**config.mk**
```make
export PLATFORM = sky130hd
export DESIGN_NAME = sclTimingGen
export DESIGN_NICKNAME = d
export VERILOG_FILES = /design/src/rtl/sclTimingPkg.sv /design/src/rtl/sclTimingPath.sv /design/src/rtl/sclTimingCtrl.sv /design/src/rtl/sclTimingGen.sv
export SDC_FILE = /design/constraint.sdc
export NUM_CORES = 1
export LEC_CHECK = 0
export CORE_MARGIN = 1.5
export CORE_UTILIZATION = 55
export DETAILED_ROUTE_END_ITERATION = 8
export DONT_BUFFER_PORTS = 1
export PLACE_DENSITY = 0.73
export SKIP_CTS_REPAIR_TIMING = 1
export SLEW_MARGIN = 20
export SYNTH_ARGS = -nofsm -noshare
export SYNTH_HDL_FRONTEND = slang
export SYNTH_SLANG_ARGS = --single-unit
```
**constraint.sdc**
```tcl
create_clock -name clk -period 3.2 [get_ports clk]
set_input_delay 0.64 -clock clk [delete_from_list [all_inputs] [get_ports clk]]
set_output_delay 0.64 -clock clk [all_outputs]
set_load 0.01 [all_outputs]
```
**src/rtl/sclTimingPkg.sv**
```systemverilog
package sclTimingPkg;

  typedef enum logic [1:0] {
    PH_IDLE = 2'd0,
    PH_LOW  = 2'd1,
    PH_HIGH = 2'd2
  } phase_e;

  // strobes from control to datapath
  typedef struct packed {
    logic clear;    // zero prescaler and phase counter
    logic capture;  // load configuration shadows
    logic count;    // advance counters this cycle
    logic selHigh;  // compare against the high-half limit
  } pathCtl_t;

endpackage

```
**src/rtl/sclTimingPath.sv**
```systemverilog
module sclTimingPath
  import sclTimingPkg::*;
#(
  parameter int PSC_W    = 8,
  parameter int CNT_W    = 8,
  parameter int LOW_OFS  = 7,
  parameter int HIGH_OFS = 5
) (
  input  logic                 clk,
  input  logic                 rstN,
  input  pathCtl_t             ctl,
  input  logic [PSC_W-1:0]     prescale,
  input  logic [2*CNT_W-1:0]   lowCfg,
  input  logic [2*CNT_W-1:0]   highCfg,
  output logic                 phaseDone,
  output logic [2*CNT_W-1:0]   hsTiming
);

  localparam int PH_W = CNT_W + 1;

  logic [PSC_W-1:0] shPsc;
  logic [CNT_W-1:0] shLow, shHigh, shHsLow, shHsHigh;
  logic [PSC_W-1:0] pCnt;
  logic [PH_W-1:0]  phCnt;
  logic [PH_W-1:0]  limit;
  logic             pWrap;

  // phase length in internal ticks, fixed offsets per half
  assign limit = ctl.selHigh ? ({1'b0, shHigh} + PH_W'(HIGH_OFS))
                             : ({1'b0, shLow}  + PH_W'(LOW_OFS));

  assign pWrap     = (pCnt == shPsc);
  assign phaseDone = pWrap && (phCnt == limit - PH_W'(1));
  assign hsTiming  = {shHsHigh, shHsLow};

  always_ff @(posedge clk or negedge rstN) begin
    if (!rstN) begin
      shPsc    <= '0;
      shLow    <= '0;
      shHigh   <= '0;
      shHsLow  <= '0;
      shHsHigh <= '0;
    end else if (ctl.capture) begin
      shPsc    <= prescale;
      shLow    <= lowCfg[CNT_W-1:0];
      shHigh   <= highCfg[CNT_W-1:0];
      shHsLow  <= lowCfg[2*CNT_W-1:CNT_W];
      shHsHigh <= highCfg[2*CNT_W-1:CNT_W];
    end
  end

  always_ff @(posedge clk or negedge rstN) begin
    if (!rstN) begin
      pCnt  <= '0;
      phCnt <= '0;
    end else if (ctl.clear) begin
      pCnt  <= '0;
      phCnt <= '0;
    end else if (ctl.count) begin
      if (pWrap) begin
        pCnt  <= '0;
        phCnt <= phCnt + PH_W'(1);
      end else begin
        pCnt <= pCnt + PSC_W'(1);
      end
    end
  end


  prescale_range_chk: assert property (@(posedge clk) disable iff (!rstN)
    pCnt <= shPsc);


  phase_range_chk: assert property (@(posedge clk) disable iff (!rstN)
    phCnt < limit);


  freeze_hold_chk: assert property (@(posedge clk) disable iff (!rstN)
    (!ctl.count && !ctl.clear) |=> ($stable(pCnt) && $stable(phCnt)));

endmodule

```
**src/rtl/sclTimingCtrl.sv**
```systemverilog
module sclTimingCtrl
  import sclTimingPkg::*;
(
  input  logic     clk,
  input  logic     rstN,
  input  logic     enable,
  input  logic     run,
  input  logic     sclIn,
  input  logic     phaseDone,
  output pathCtl_t ctl,
  output logic     sclDrive,
  output logic     riseTick,
  output logic     fallTick
);

  phase_e state, stateNxt;
  logic   sclQ;
  logic   frozen, advance, active;
  logic   sclNxt, riseNxt, fallNxt;

  assign active  = (state != PH_IDLE);
  // first high cycle is masked: the sample still shows our own low drive
  assign frozen  = (state == PH_HIGH) && !riseTick && !sclQ;
  assign advance = ctl.count && phaseDone;

  always_comb begin
    ctl.count   = enable && active && !frozen;
    ctl.selHigh = (state == PH_HIGH);
    ctl.clear   = !enable || (state == PH_IDLE) || (ctl.count && phaseDone);
    ctl.capture = enable && run &&
                  ((state == PH_IDLE) || ((state == PH_HIGH) && ctl.count && phaseDone));
  end

  always_comb begin
    stateNxt = state;
    sclNxt   = sclDrive;
    riseNxt  = 1'b0;
    fallNxt  = 1'b0;
    if (!enable) begin
      stateNxt = PH_IDLE;
      sclNxt   = 1'b1;
    end else begin
      unique case (state)
        PH_IDLE: if (run) begin
          stateNxt = PH_LOW;
          sclNxt   = 1'b0;
          fallNxt  = 1'b1;
        end
        PH_LOW: if (advance) begin
          stateNxt = PH_HIGH;
          sclNxt   = 1'b1;
          riseNxt  = 1'b1;
        end
        PH_HIGH: if (advance) begin
          if (run) begin
            stateNxt = PH_LOW;
            sclNxt   = 1'b0;
            fallNxt  = 1'b1;
          end else begin
            stateNxt = PH_IDLE;
            sclNxt   = 1'b1;
          end
        end
        default: begin
          stateNxt = PH_IDLE;
          sclNxt   = 1'b1;
        end
      endcase
    end
  end

  always_ff @(posedge clk or negedge rstN) begin
    if (!rstN) begin
      state    <= PH_IDLE;
      sclDrive <= 1'b1;
      riseTick <= 1'b0;
      fallTick <= 1'b0;
      sclQ     <= 1'b1;
    end else begin
      state    <= stateNxt;
      sclDrive <= sclNxt;
      riseTick <= riseNxt;
      fallTick <= fallNxt;
      sclQ     <= sclIn;
    end
  end


  fall_low_chk: assert property (@(posedge clk) disable iff (!rstN)
    fallTick |-> !sclDrive);


  rise_high_chk: assert property (@(posedge clk) disable iff (!rstN)
    riseTick |-> sclDrive);


  disabled_idle_chk: assert property (@(posedge clk) disable iff (!rstN)
    !enable |=> (sclDrive && !riseTick && !fallTick));


  rise_edge_tick_chk: assert property (@(posedge clk) disable iff (!rstN)
    ($rose(sclDrive) && $past(enable)) |-> riseTick);


  fall_edge_tick_chk: assert property (@(posedge clk) disable iff (!rstN)
    $fell(sclDrive) |-> fallTick);


  idle_quiet_chk: assert property (@(posedge clk) disable iff (!rstN)
    ((state == PH_IDLE) && !run) |=> (sclDrive && !fallTick && !riseTick));

endmodule

```
**src/rtl/sclTimingGen.sv**
```systemverilog
module sclTimingGen
  import sclTimingPkg::*;
#(
  parameter int PSC_W    = 8,
  parameter int CNT_W    = 8,
  parameter int LOW_OFS  = 7,
  parameter int HIGH_OFS = 5
) (
  input  logic                 clk,
  input  logic                 rstN,
  input  logic                 enable,
  input  logic                 run,
  input  logic [PSC_W-1:0]     prescale,
  input  logic [2*CNT_W-1:0]   lowCfg,
  input  logic [2*CNT_W-1:0]   highCfg,
  input  logic                 sclIn,
  output logic                 sclDrive,
  output logic                 riseTick,
  output logic                 fallTick,
  output logic [2*CNT_W-1:0]   hsTiming
);

  pathCtl_t ctl;
  logic     phaseDone;

  sclTimingCtrl uCtrl (
    .clk       (clk),
    .rstN      (rstN),
    .enable    (enable),
    .run       (run),
    .sclIn     (sclIn),
    .phaseDone (phaseDone),
    .ctl       (ctl),
    .sclDrive  (sclDrive),
    .riseTick  (riseTick),
    .fallTick  (fallTick)
  );

  sclTimingPath #(
    .PSC_W    (PSC_W),
    .CNT_W    (CNT_W),
    .LOW_OFS  (LOW_OFS),
    .HIGH_OFS (HIGH_OFS)
  ) uPath (
    .clk       (clk),
    .rstN      (rstN),
    .ctl       (ctl),
    .prescale  (prescale),
    .lowCfg    (lowCfg),
    .highCfg   (highCfg),
    .phaseDone (phaseDone),
    .hsTiming  (hsTiming)
  );

endmodule

```
* Word level (Yosys, flattened, before mapping)
Index checks and enable logic that the tools add are counted.
** Operators by class
- Equality and inequality tests :: 7
- $add $sub $neg :: 5
- Mux-type cells :: 26
- Reduce and logical (&&, ||, !) cells :: 23
** Operators with widths (number)
- $mux 9 :: 4
- $mux 8 :: 3
- $add 8x3->9 const B :: 2
- $mux 1 :: 12
- $logic_and 1x1->1 :: 10
- $add 9x1->9 const B :: 1
- $eq 9x9->1 :: 1
- $sub 9x1->9 const B :: 1
- $add 8x1->8 const B :: 1
- $eq 8x8->1 :: 1
- $mux 2 :: 4
- $ne 3x3->1 const B :: 2
- $pmux 2 s3 :: 1
- $reduce_bool 2->1 :: 3
- $logic_not 1->1 :: 4
- $logic_or 1x1->1 :: 3
- $ne 3x2->1 const B :: 1
- $pmux 1 s3 :: 1
- $reduce_and 3->1 :: 1
- $eq 2x1->1 const B :: 1
- $eq 2x2->1 const B :: 1
- $logic_not 2->1 :: 1
- $pmux 1 s2 :: 1
- $reduce_and 2->1 :: 1
** Storage, ports and cells
- Word-level logic and storage cells :: 73
- Register bits after elaboration :: 63
- Output and inout port bits :: 19

* Logic depth before layout (Yosys ltp)
Gate-level depths: netlist of the first run.
- Word-level depth :: 9
- Mapped depth :: 14
- Gate-level depth less buffers :: 12

* Hierarchy
From an unflattened synthesis of the first run, not the netlist that was laid out.
** Unflattened totals
- Cells, all modules :: 297
- Area, all modules :: 3319.4 um2
** By module, submodules not included
- sclTimingPath :: cells an instance 268, sequential area each 1426.4 um2, instances 1, area an instance 2999.1 um2
- sclTimingCtrl :: cells an instance 29, sequential area each 152.6 um2, instances 1, area an instance 320.3 um2

* Worst setup path before layout of the first run
No wires, ideal clock.
- Kind :: register -> register
- Start point :: register uCtrl.state[0]
- End point :: register uPath.shHigh[7]
- Path buffers :: 3
- Clock period less this slack :: 3.178 ns
- Path slack :: 0.022 ns
- Arrival :: 3.053 ns
- Stages on the path, launching flop included :: 15
- Data required time :: 3.075 ns
- Path through :: dfrtp_1 -> buf_2 -> nand2b_1 -> buf_2 -> nand2_1 -> o21ai_0 -> ha_1 -> xnor2_1 -> a211oi_1 -> nand4_1 -> a2111oi_2 -> nand4_1 -> o21ai_4 -> buf_6 -> mux2_2
** On the way
- Word-level cells in the longest chain between the ends :: 9
- Elaborated cells between the ends (all ways) :: 16
- Those cells by class :: add/sub (1); eq/ne (2); mux (1); reduce/logical (12)
** Ends and longest elaborated chain
- from (decl) :: line sclTimingCtrl.sv:16 : phase_e state, stateNxt;
- from (signal assigned) :: line sclTimingCtrl.sv:80 : state <= stateNxt;
- branches (longest 7 deep; another with $sub 9x1->9)
- $logic_or 1x1->1 (*) :: line sclTimingCtrl.sv:31 : ((state == PH_IDLE) || ((state == PH_HIGH) && ctl.count && phaseDone));
- $logic_and 1x1->1 (*) :: line sclTimingCtrl.sv:30 : ctl.capture = enable && run &&
- to (signal assigned) :: line sclTimingPath.sv:46 : shHigh <= highCfg[CNT_W-1:0];
- to (decl) :: line sclTimingPath.sv:22 : logic [CNT_W-1:0] shLow, shHigh, shHsLow, shHsHigh;
Every way passes the cells marked *.
A chain may end at the register's enable or synchronous reset.

* Worst setup path in the final report of the first run
- Start point :: register uPath.shHigh[1]
- End point :: register uPath.shHsLow[1]
** On the way
- Word-level cells in the longest chain between the ends :: 8
** Ends and longest elaborated chain
- $add 8x3->9 :: line sclTimingPath.sv:29 : assign limit = ctl.selHigh ? ({1'b0, shHigh} + PH_W'(HIGH_OFS))
- $mux 9 :: line sclTimingPath.sv:29
- $sub 9x1->9 :: line sclTimingPath.sv:33 : assign phaseDone = pWrap && (phCnt == limit - PH_W'(1));
- $eq 9x9->1 :: line sclTimingPath.sv:33
- $logic_and 1x1->1 :: line sclTimingPath.sv:33
- $logic_and 1x1->1 :: line sclTimingCtrl.sv:31
- $logic_or 1x1->1 :: line sclTimingCtrl.sv:31
- $logic_and 1x1->1 :: line sclTimingCtrl.sv:30
- to (signal assigned) :: line sclTimingPath.sv:47 : shHsLow <= lowCfg[2*CNT_W-1:CNT_W];
- to (decl) :: line sclTimingPath.sv:22
Every way passes these cells.

==> metrics.sh, run 1 <==
PATH_CELLS='ha_4, xnor2_1, mux2_4, or3_4, and3_4, a2111oi_4, nand4_1, o21ai_4, buf_4, clkbuf_16, mux2_2'
ARRIVAL_PS=3510
ANTENNA_VIOLATIONS_BEFORE_REPAIR=0
OVERFLOW=0
YS_TOP_CELLS_BY_AREA='sky130_fd_sc_hd__dfrtp_1 (43%), sky130_fd_sc_hd__mux2_2 (10%), sky130_fd_sc_hd__xnor2_1 (5.4%)'
GRT_PASS1_VIAS=2582
TOP_REG_CELL_SYNTH='sky130_fd_sc_hd__dfrtp_1'
CLOCK_POWER_SHARE_PCT=28.9
WIRE_LENGTH_OF_THE_FIRST_GLOBAL_ROUTING_PASS_UM=12000
CP_MAX_FO=5
DRT.ANTENNA.VIOLATING_NETS=0
SYN_AREA_PER_CELL_UM2=11.3
ANTENNA_CELLS=0
DESIGN_POWER_TOTAL_uW=2610
VIA_COUNT=2760
FINALCRITICALPERIOD_PS=3280
CRITICAL-PATH-SLOWEST-CELL='sky130_fd_sc_hd__dfrtp_1'
FINAL_CELL_AREA_MM2=0.00454
RR_ENDPOINT='uPath.shHsLow[1]$_DFFE_PN0P_'
CRITICAL_PATH.ENDPOINT_TYPE='flop'
FINISH.UTILIZATION_PCT=72.4
HP-CLASS='input pin to asynchronous set/reset pin'
NUMBER_OF_FLOPS_MAPPED_TO_ENABLE_CELLS_BY_YOSYS=0
FINAL.SETUP.TNS_PS=-1540
WORST-R2R-SETUP-SLACK_PS=-80
CLOCKROOTBUFFER='sky130_fd_sc_hd__clkbuf_8'
FINALHOLDVIOLCOUNT=0
POST_ROUTE_DRC_VIOLATION_COUNT=0
IO_PINS=64
SYNTH_TOP_CELL_BY_AREA='sky130_fd_sc_hd__dfrtp_1'
COMBINATIONAL_POWER_SHARE_PCT=31.7
HTREEDEPTH=3
TIMING.CRITICAL_PATH.SLOWEST_CELL_DELAY_PS=420
FINAL.SETUP.WORST_SLACK_PS=-80.3
FIN_CRIT_SH_PCT=103
CLOCK_INSERTION_DELAY_WORST_SKEW_PS=350
ROUTED_WIRELENGTH_UM=8980
PATH_CLASS='flop to flop'
INITIAL_CORE_UTIL_PCT=56.5
TOTAL_GLOBAL_ROUTING_TRACK_UTILIZATION_PCT=21.9
TRITONCTS='done'
FAILED_CHECKS='setup timing'
CELL_INTERNAL_PWR_uW=1780
FIRSTDRTPASSITERS=5
WHS_PS=136
REQUIRED_PS=3430
CRITPATHLAUNCH='uPath.shHigh[1]$_DFFE_PN0P_'
CRITPATHLAUNCHTYPE='flop'
SYNTH_SEQUENTIAL_AREA_RATIO_PCT=44.5
SYNTHESIS.YOSYS.WARNINGS=0
WORST_R2R_STARTPOINT='uPath.shHigh[1]$_DFFE_PN0P_'
DRT-INITIAL-DRC-COUNT=235
TOTAL_POWER_PER_UNIT_CELL_AREA_mW_PER_MM2=575
P_SW_SHARE_PCT=31.7
PLACE_HPWL_UM=5040
NETLIST_AREA_MM2=0.00354
PLACEMENT_ROWS=29
SYNTH_TOP_AREA_SHARE_PCT=43.1
GP_ROUTABILITY_CONGESTION=0.793
POST_ROUTE_CELLS_DRIVE_ABOVE_1_SHARE_PCT=40.9
SETUP_VIOL=29
DETAILED_PLACE.AREA_MM2=0.00378
MAXSLEWHEADROOM_PCT=69.6
FP.COREAREA_MM2=0.00628
POWER.SWITCHING_uW=830
NUMPORTBUFFERS=0
RR_WORST_DEPTH=11
FINALNETCOUNT=407
DIE_WIDTH_UM=83.3
DIE_AREA_MM2=0.00694
FINAL-MAX-SLEW-VIOLATION-COUNT=0
DETAIL_ROUTE.VIAS_PER_CELL=6.29
NUMBER_OF_CTS_INSERTED_BUFFERS=9
MAPPEDNETLISTNETS=363
DIE-HEIGHT_UM=83.3
PWR-SHARE-SEQ_PCT=39.4
CTS.REPORTEDPATHS.CLKPINSLEW_PS=70
DRV_CAP=0
GROWTH_OF_DESIGN_AREA_FROM_SYNTHESIS_TO_FINISH_PCT=28.2
MAX_FREQ_GHz=0.305
RSZ_0062_RAISED_AFTER_GLOBAL_ROUTING='yes'
CTSLONGESTPATHBUFFERS=2
CLKSINKCOUNT=63
LEAKAGE_uW=0.00185
ASYNC_RESET_FF_SHARE_PCT=100
POSTSYNTHREGISTERBITS=63
SYNTH_CELLS=313
WORSTMARGINPINSLEW_PS=445
PEAKVDDDROP_uV=431
CRITICAL_PATH_BUF_INV_COUNT=2
SYNTHDISTINCTLIBCELLS=57
GRT_START_MAX_NET_PINS=64
FIN_SKEW_PS=11.6
TIMING.CRITICAL_PATH.MAX_DELAY_FAMILY='simple AND/OR/NAND/NOR gates'
ROUTE.DETAILED.WL_PER_INST_UM=20.4
OUTCOME='complete, but fails checks'
-- sequential cells by signal, summed over array words and instances (netlist names) --
signal,count
uCtrl.state,2
uCtrl.riseTick,1
uPath.shPsc,8
uPath.shHsHigh,8
uCtrl.sclDrive,1
uCtrl.fallTick,1
uPath.shLow,8
uPath.phCnt,9
uPath.shHigh,8
uCtrl.sclQ,1
uPath.shHsLow,8
uPath.pCnt,8
-- power groups by stage --
stage                     Combinational (µW)  Clock (µW)  Sequential [µW]
after detailed placement                 555           0             1030
after global routing                     883         796             1040
final                                    828         757             1030
after floorplan                          396           0             1010
after CTS                                560         766             1010
after global placement                   541           0             1020
-- layer usage --
| metal | GRT usage (%) | vias up | wire length, µm |
|---|---|---|---|
| li1 | - | 1247 | - |
| met1 | 27.3 | 1347 | 3730 |
| met2 | 36.0 | 134 | 4380 |
| met3 | 6.06 | 32 | 569 |
| met4 | 8.79 | 0 | 294 |
| met5 | 0 | - | 0 |
-- kinds of logic after synthesis --
logic type      Yosys count  share of synthesized area (%)
simple gates             96                           15.5
xor+xnor                 37                           9.14
buf+inv                  19                           3.04
mux                      46                           15.5
compound gates           47                           10.5
flops                    63                           44.5
fa+ha+maj                 5                           1.76
-- Yosys cell counts (all sizes together) (2+ instances only) --
library cell,n
o22ai,2
nor2b,4
a21oi,4
and2,6
o311a,3
nor4b,3
dfrtp,61
or3,5
xor2,15
nand2b,4
o21ai,11
nand2,12
inv,7
nand3,7
or4,6
o211ai,9
o31ai,2
buf,8
a2111oi,3
nor4,2
ha,5
nor3,6
and3,3
o311ai,2
mux2,42
mux2i,4
nand4,12
nor2,16
xnor2,22
or2,4
o2111ai,2
dfstp,2
clkbuf,3
-- cells in the final DEF (no fill, tap or decap), drive strengths merged, types with 3 or more instances in the layout --
master	netlist	routed
or3	5	5
a21oi	4	4
mux2i	4	4
dfrtp	61	61
mux2	42	42
and2	6	6
nand3	7	7
or4	6	6
and3	3	3
nand4	12	12
o21ai	11	11
clkbuf	3	13
nor2	16	16
ha	5	5
nand2	12	12
clkinv	1	3
o311a	3	3
inv	7	7
xnor2	22	22
nor4b	3	3
buf	8	40
nor2b	4	4
o211ai	9	9
or2	4	4
nor3	6	6
xor2	15	15
a2111oi	3	3
nand2b	4	4
-- how the worst max path moves through the flow --
stage                                    end  slack (ps)  cells past startpoint
6_report        uPath.shHsLow[1]$_DFFE_PN0P_         -80                     11
5_1_grt        uPath.shHsHigh[4]$_DFFE_PN0P_        -180                     13
4_1_cts           uPath.shLow[2]$_DFFE_PN0P_         -70                     12
3_5_place_dp      uPath.shLow[4]$_DFFE_PN0P_         -50                     12
3_3_place_gp      uPath.shLow[6]$_DFFE_PN0P_          40                     10
2_1_floorplan    uPath.shHigh[7]$_DFFE_PN0P_          20                     14
-- area by class of cell --
class / count / area (µm²)
Clock inverter: 6 / 85.1
Fill cell: 411 / 1730
Clock buffer: 10 / 128
Sequential cell: 63 / 1580
Inverter: 8 / 30.0
Timing Repair Buffer: 44 / 470
Tap cell: 77 / 96.3
Multi-Input combinational cell: 231 / 2150
-- stage by stage --
stage               worst slack [ps]  instances
floorplan                       21.7        313
global placement                37.4        403
detailed placement             -49.1        403
CTS                            -69.6        419
global route                    -184        439
finish                         -80.3        439
(Power assumes the default switching activity.)
==> run 2, diff against run 1 <==
--- a/config.mk
+++ b/config.mk
@@ -5,11 +5,13 @@
 export SDC_FILE = /design/constraint.sdc
 export NUM_CORES = 1
 export LEC_CHECK = 0
+export CELL_PAD_IN_SITES_DETAIL_PLACEMENT = 0
+export CELL_PAD_IN_SITES_GLOBAL_PLACEMENT = 1
 export CORE_MARGIN = 1.5
-export CORE_UTILIZATION = 55
+export CORE_UTILIZATION = 45
 export DETAILED_ROUTE_END_ITERATION = 8
 export DONT_BUFFER_PORTS = 1
-export PLACE_DENSITY = 0.73
+export PLACE_DENSITY_LB_ADDON = 0.1
 export SKIP_CTS_REPAIR_TIMING = 1
 export SLEW_MARGIN = 20
 export SYNTH_ARGS = -nofsm -noshare
==> run 2 against run 1 <==
Against the previous run:
- the run still ends with setup timing left
- combinational power down 12%
- clock-buffer cell count unchanged
- non-clock buffer count is 2 higher
- flip-flop and latch count did not move
- clock power grew 5.0%
- power is 3.0% lower
- final area fell by 2.0%
- largest power group unchanged
- highest routed layer unchanged
==> metrics.sh, run 2 (synthesis gave the netlist of run 1 again) <==
FIN_SKEW_PS=5.73  # was 11.6 ps
REQUIRED_PS=3420  # was 3430 ps
RR_WORST_DEPTH=12  # was 11
PLACEMENT_ROWS=32  # was 29
MAX_FREQ_GHz=0.311  # was 0.305 GHz
MOST-COMMON-LAYOUT-CELLS='sky130_fd_sc_hd__dfrtp_1 (60), sky130_fd_sc_hd__buf_4 (36), sky130_fd_sc_hd__mux2_2 (23)'  # was sky130_fd_sc_hd__dfrtp_1 (57), sky130_fd_sc_hd__buf_4 (29), sky130_fd_sc_hd__mux2_2 (22)
P_SW_SHARE_PCT=30.4  # was 31.7%
FINAL-MAX-SLEW-VIOLATION-COUNT=0  # unchanged
POWER.SWITCHING_uW=771  # was 830 µW
DETAIL_ROUTE.VIAS_PER_CELL=5.52  # was 6.29
LAYOUT.FILLER_CELLS=673  # was 411
IO_PINS=64  # unchanged
STDCELL_COUNT=466  # was 439
POST_ROUTE_CELLS_DRIVE_ABOVE_1_SHARE_PCT=36.8  # was 40.9%
ARRIVAL_PS=3440  # was 3510 ps
CRITICAL_PATH_BUF_INV_COUNT=3  # was 2
ROUTED_WIRELENGTH_UM=8030  # was 8980 µm
LAYOUT_COMMONEST_CELL='sky130_fd_sc_hd__dfrtp_1'  # unchanged
FAILED_CHECKS='setup timing'  # unchanged
CRITPATHLAUNCH='uPath.shLow[1]$_DFFE_PN0P_'  # was uPath.shHigh[1]$_DFFE_PN0P_
VIA_COUNT=2570  # was 2760
WORST-PATH-STAGES=12  # was 11
FINALNETCOUNT=409  # was 407
PLACE_WS_PS=-110  # was -49.1 ps
WORST-R2R-SETUP-SLACK_PS=-10  # was -80 ps
CRITPATHLAUNCHTYPE='flop'  # unchanged
OUTCOME='complete, but fails checks'  # unchanged
CTSLONGESTPATHBUFFERS=2  # unchanged
WORSTMARGINPINSLEW_PS=418  # was 445 ps
CLOCK_POWER_SHARE_PCT=31.3  # was 28.9%
NUMBER_OF_CTS_INSERTED_BUFFERS=9  # unchanged
FINALHOLDVIOLCOUNT=0  # unchanged
CRITICAL_PATH.ENDPOINT='uPath.shHsHigh[5]$_DFFE_PN0P_'  # was uPath.shHsLow[1]$_DFFE_PN0P_
HTREEDEPTH=3  # unchanged
PWR-SHARE-SEQ_PCT=40.0  # was 39.4%
TIMING.CRITICAL_PATH.MAX_DELAY_FAMILY='compound AO/OA/AOI/OAI gates'  # was simple AND/OR/NAND/NOR gates
TRITONCTS='done'  # unchanged
FIRSTDRTPASSITERS=4  # was 5
LEAKAGE_uW=0.00184  # was 0.00185 µW
RR_ENDPOINT='uPath.shHsHigh[5]$_DFFE_PN0P_'  # was uPath.shHsLow[1]$_DFFE_PN0P_
CTS.REPORTEDPATHS.CLKPINSLEW_PS=70  # about the same
LARGEST_REGISTER='uPath.phCnt'  # unchanged
REGISTER_AREA_MM2=0.00158  # about the same
COMBINATIONAL_POWER_SHARE_PCT=28.6  # was 31.7%
DRV_CAP=0  # unchanged
FINAL.SETUP.WORST_SLACK_PS=-14.7  # was -80.3 ps
SETUP_VIOL=15  # was 29
PLACE_HPWL_UM=5330  # was 5040 µm
WIRE_LENGTH_OF_THE_FIRST_GLOBAL_ROUTING_PASS_UM=12500  # was 12000 µm
PATH_CLASS='flop to flop'  # unchanged
GROWTH_OF_DESIGN_AREA_FROM_SYNTHESIS_TO_FINISH_PCT=25.6  # was 28.2%
WHS_PS=140  # was 136 ps
HP-CLASS='input pin to asynchronous set/reset pin'  # unchanged
ANTENNA_VIOLATIONS_BEFORE_REPAIR=0  # unchanged
OVERFLOW=0  # unchanged
FINAL.SETUP.TNS_PS=-121  # was -1540 ps
TOTAL_GLOBAL_ROUTING_TRACK_UTILIZATION_PCT=18.9  # was 21.9%
TIMING.CRITICAL_PATH.SLOWEST_CELL_DELAY_PS=500  # was 420 ps
ROUTE.DETAILED.WL_PER_INST_UM=17.2  # was 20.4 µm
GRT_START_MAX_NET_PINS=64  # unchanged
POST_ROUTE_DRC_VIOLATION_COUNT=0  # unchanged
LARGEST_REGISTER_FF_COUNT=9  # unchanged
CLKSINKCOUNT=63  # unchanged
CLOCKROOTBUFFER='sky130_fd_sc_hd__clkbuf_8'  # unchanged
TOTAL_POWER_PER_UNIT_CELL_AREA_mW_PER_MM2=569  # was 575 mW/mm²
MAXSLEWHEADROOM_PCT=72.1  # was 69.6%
WORST_R2R_STARTPOINT='uPath.shLow[1]$_DFFE_PN0P_'  # was uPath.shHigh[1]$_DFFE_PN0P_
DIE-HEIGHT_UM=91.8  # was 83.3 µm
MULTIINPUTGATEAREA_MM2=0.00203  # was 0.00215 mm²
INITIAL_CORE_UTIL_PCT=46.1  # was 56.5%
DRT.ANTENNA.VIOLATING_NETS=0  # unchanged
NUMPORTBUFFERS=0  # unchanged
GRT_PASS1_VIAS=2518  # was 2582
DIE_AREA_MM2=0.00842  # was 0.00694 mm²
CRITICAL_PATH.ENDPOINT_TYPE='flop'  # unchanged
PATH_CELLS='inv_1, ha_2, nor2b_4, or4_4, a31o_4, a21o_1, a2111oi_4, nand4_1, o21ai_4, buf_4, clkbuf_16, mux2_2'  # was ha_4, xnor2_1, mux2_4, or3_4, and3_4, a2111oi_4, nand4_1, o21ai_4, buf_4, clkbuf_16, mux2_2
ANTENNA_CELLS=0  # unchanged
FP.COREAREA_MM2=0.00769  # was 0.00628 mm²
DRT-INITIAL-DRC-COUNT=95  # was 235
CP_MAX_FO=10  # was 5
FINALCRITICALPERIOD_PS=3210  # was 3280 ps
RSZ_0062_RAISED_AFTER_GLOBAL_ROUTING='yes'  # unchanged
PLACE.DETAILED.INSTANCES=433  # was 403
CELL_INTERNAL_PWR_uW=1770  # was 1780 µW
CRITICAL-PATH-SLOWEST-CELL='sky130_fd_sc_hd__or4_4'  # was sky130_fd_sc_hd__dfrtp_1
GP_ROUTABILITY_CONGESTION=0.761  # was 0.793
CLOCK_INSERTION_DELAY_WORST_SKEW_PS=340  # was 350 ps
FIN_CRIT_SH_PCT=100  # was 103%
PEAKVDDDROP_uV=266  # was 431 µV
DIE_WIDTH_UM=91.8  # was 83.3 µm
## run 2: changes by cell type in the layout (fill, tap and decap cells not counted), moves of 3 or more
cell / delta
sky130_fd_sc_hd__buf_4: +7
sky130_fd_sc_hd__buf_6: -3
sky130_fd_sc_hd__dfrtp_1: +3
sky130_fd_sc_hd__dfrtp_2: -3
sky130_fd_sc_hd__ha_4: -3
## run 2: worst min path at each step
stage          cells past startpoint  slack [ps]  start                          to
6_report                           0         140   rstN        uCtrl.sclQ$_DFF_PN1_
5_1_grt                            0         110   rstN  uCtrl.sclDrive$_DFFE_PN1P_
4_1_cts                            0         -30   rstN    uCtrl.riseTick$_DFF_PN0_
3_5_place_dp                       0         350   rstN  uPath.shLow[7]$_DFFE_PN0P_
3_3_place_gp                       0         350   rstN  uPath.shLow[7]$_DFFE_PN0P_
2_1_floorplan                      0         340   rstN    uCtrl.fallTick$_DFF_PN0_
## run 2: worst reg2reg max path, stage by stage (launching register included)
cell and delay (ps):
sky130_fd_sc_hd__dfrtp_1 390, sky130_fd_sc_hd__inv_1 70, sky130_fd_sc_hd__ha_2 180, sky130_fd_sc_hd__nor2b_4 130, sky130_fd_sc_hd__or4_4 500, sky130_fd_sc_hd__a31o_4 240
sky130_fd_sc_hd__a21o_1 210, sky130_fd_sc_hd__a2111oi_4 310, sky130_fd_sc_hd__nand4_1 200, sky130_fd_sc_hd__o21ai_4 240, sky130_fd_sc_hd__buf_4 160, sky130_fd_sc_hd__clkbuf_16 150
sky130_fd_sc_hd__mux2_2 330
## run 2: layout make-up
class                   instances  area share (%)
clock buffers                  10            3.09
clock inverters                 6            2.08
inverters                       8           0.674
multi-input cells             231            45.5
flip-flops and latches         63            35.5
well taps                     102            2.87
repair buffers                 46            10.3
## run 2: per-layer routing
layer  vias up  GRT usage [%]  wire (µm)
met5         -              0          0
met4         0           5.38         89
met3         7           4.89        302
met2        40           29.1       3780
met1      1269           26.3       3860
li1       1254              -          -
## run 2: power groups by stage
stage          logic [µW]  clock network [µW]  registers (µW)
2_1_floorplan         396                   0            1010
3_5_place_dp          566                   0            1030
5_1_grt               793                 854            1030
4_1_cts               570                 815            1010
3_3_place_gp          557                   0            1030
6_report              726                 795            1010
## run 2: through the flow
step / utilization [%] / cell area [µm²] / total power, µW
4_1_cts: 52.9 / 4070 / 2400
6_report: 57.9 / 4450 / 2540
3_3_place_gp: 49.9 / 3840 / 1580
5_1_grt: 57.9 / 4450 / 2680
3_5_place_dp: 49.9 / 3840 / 1590
2_1_floorplan: - / 3540 / 1410
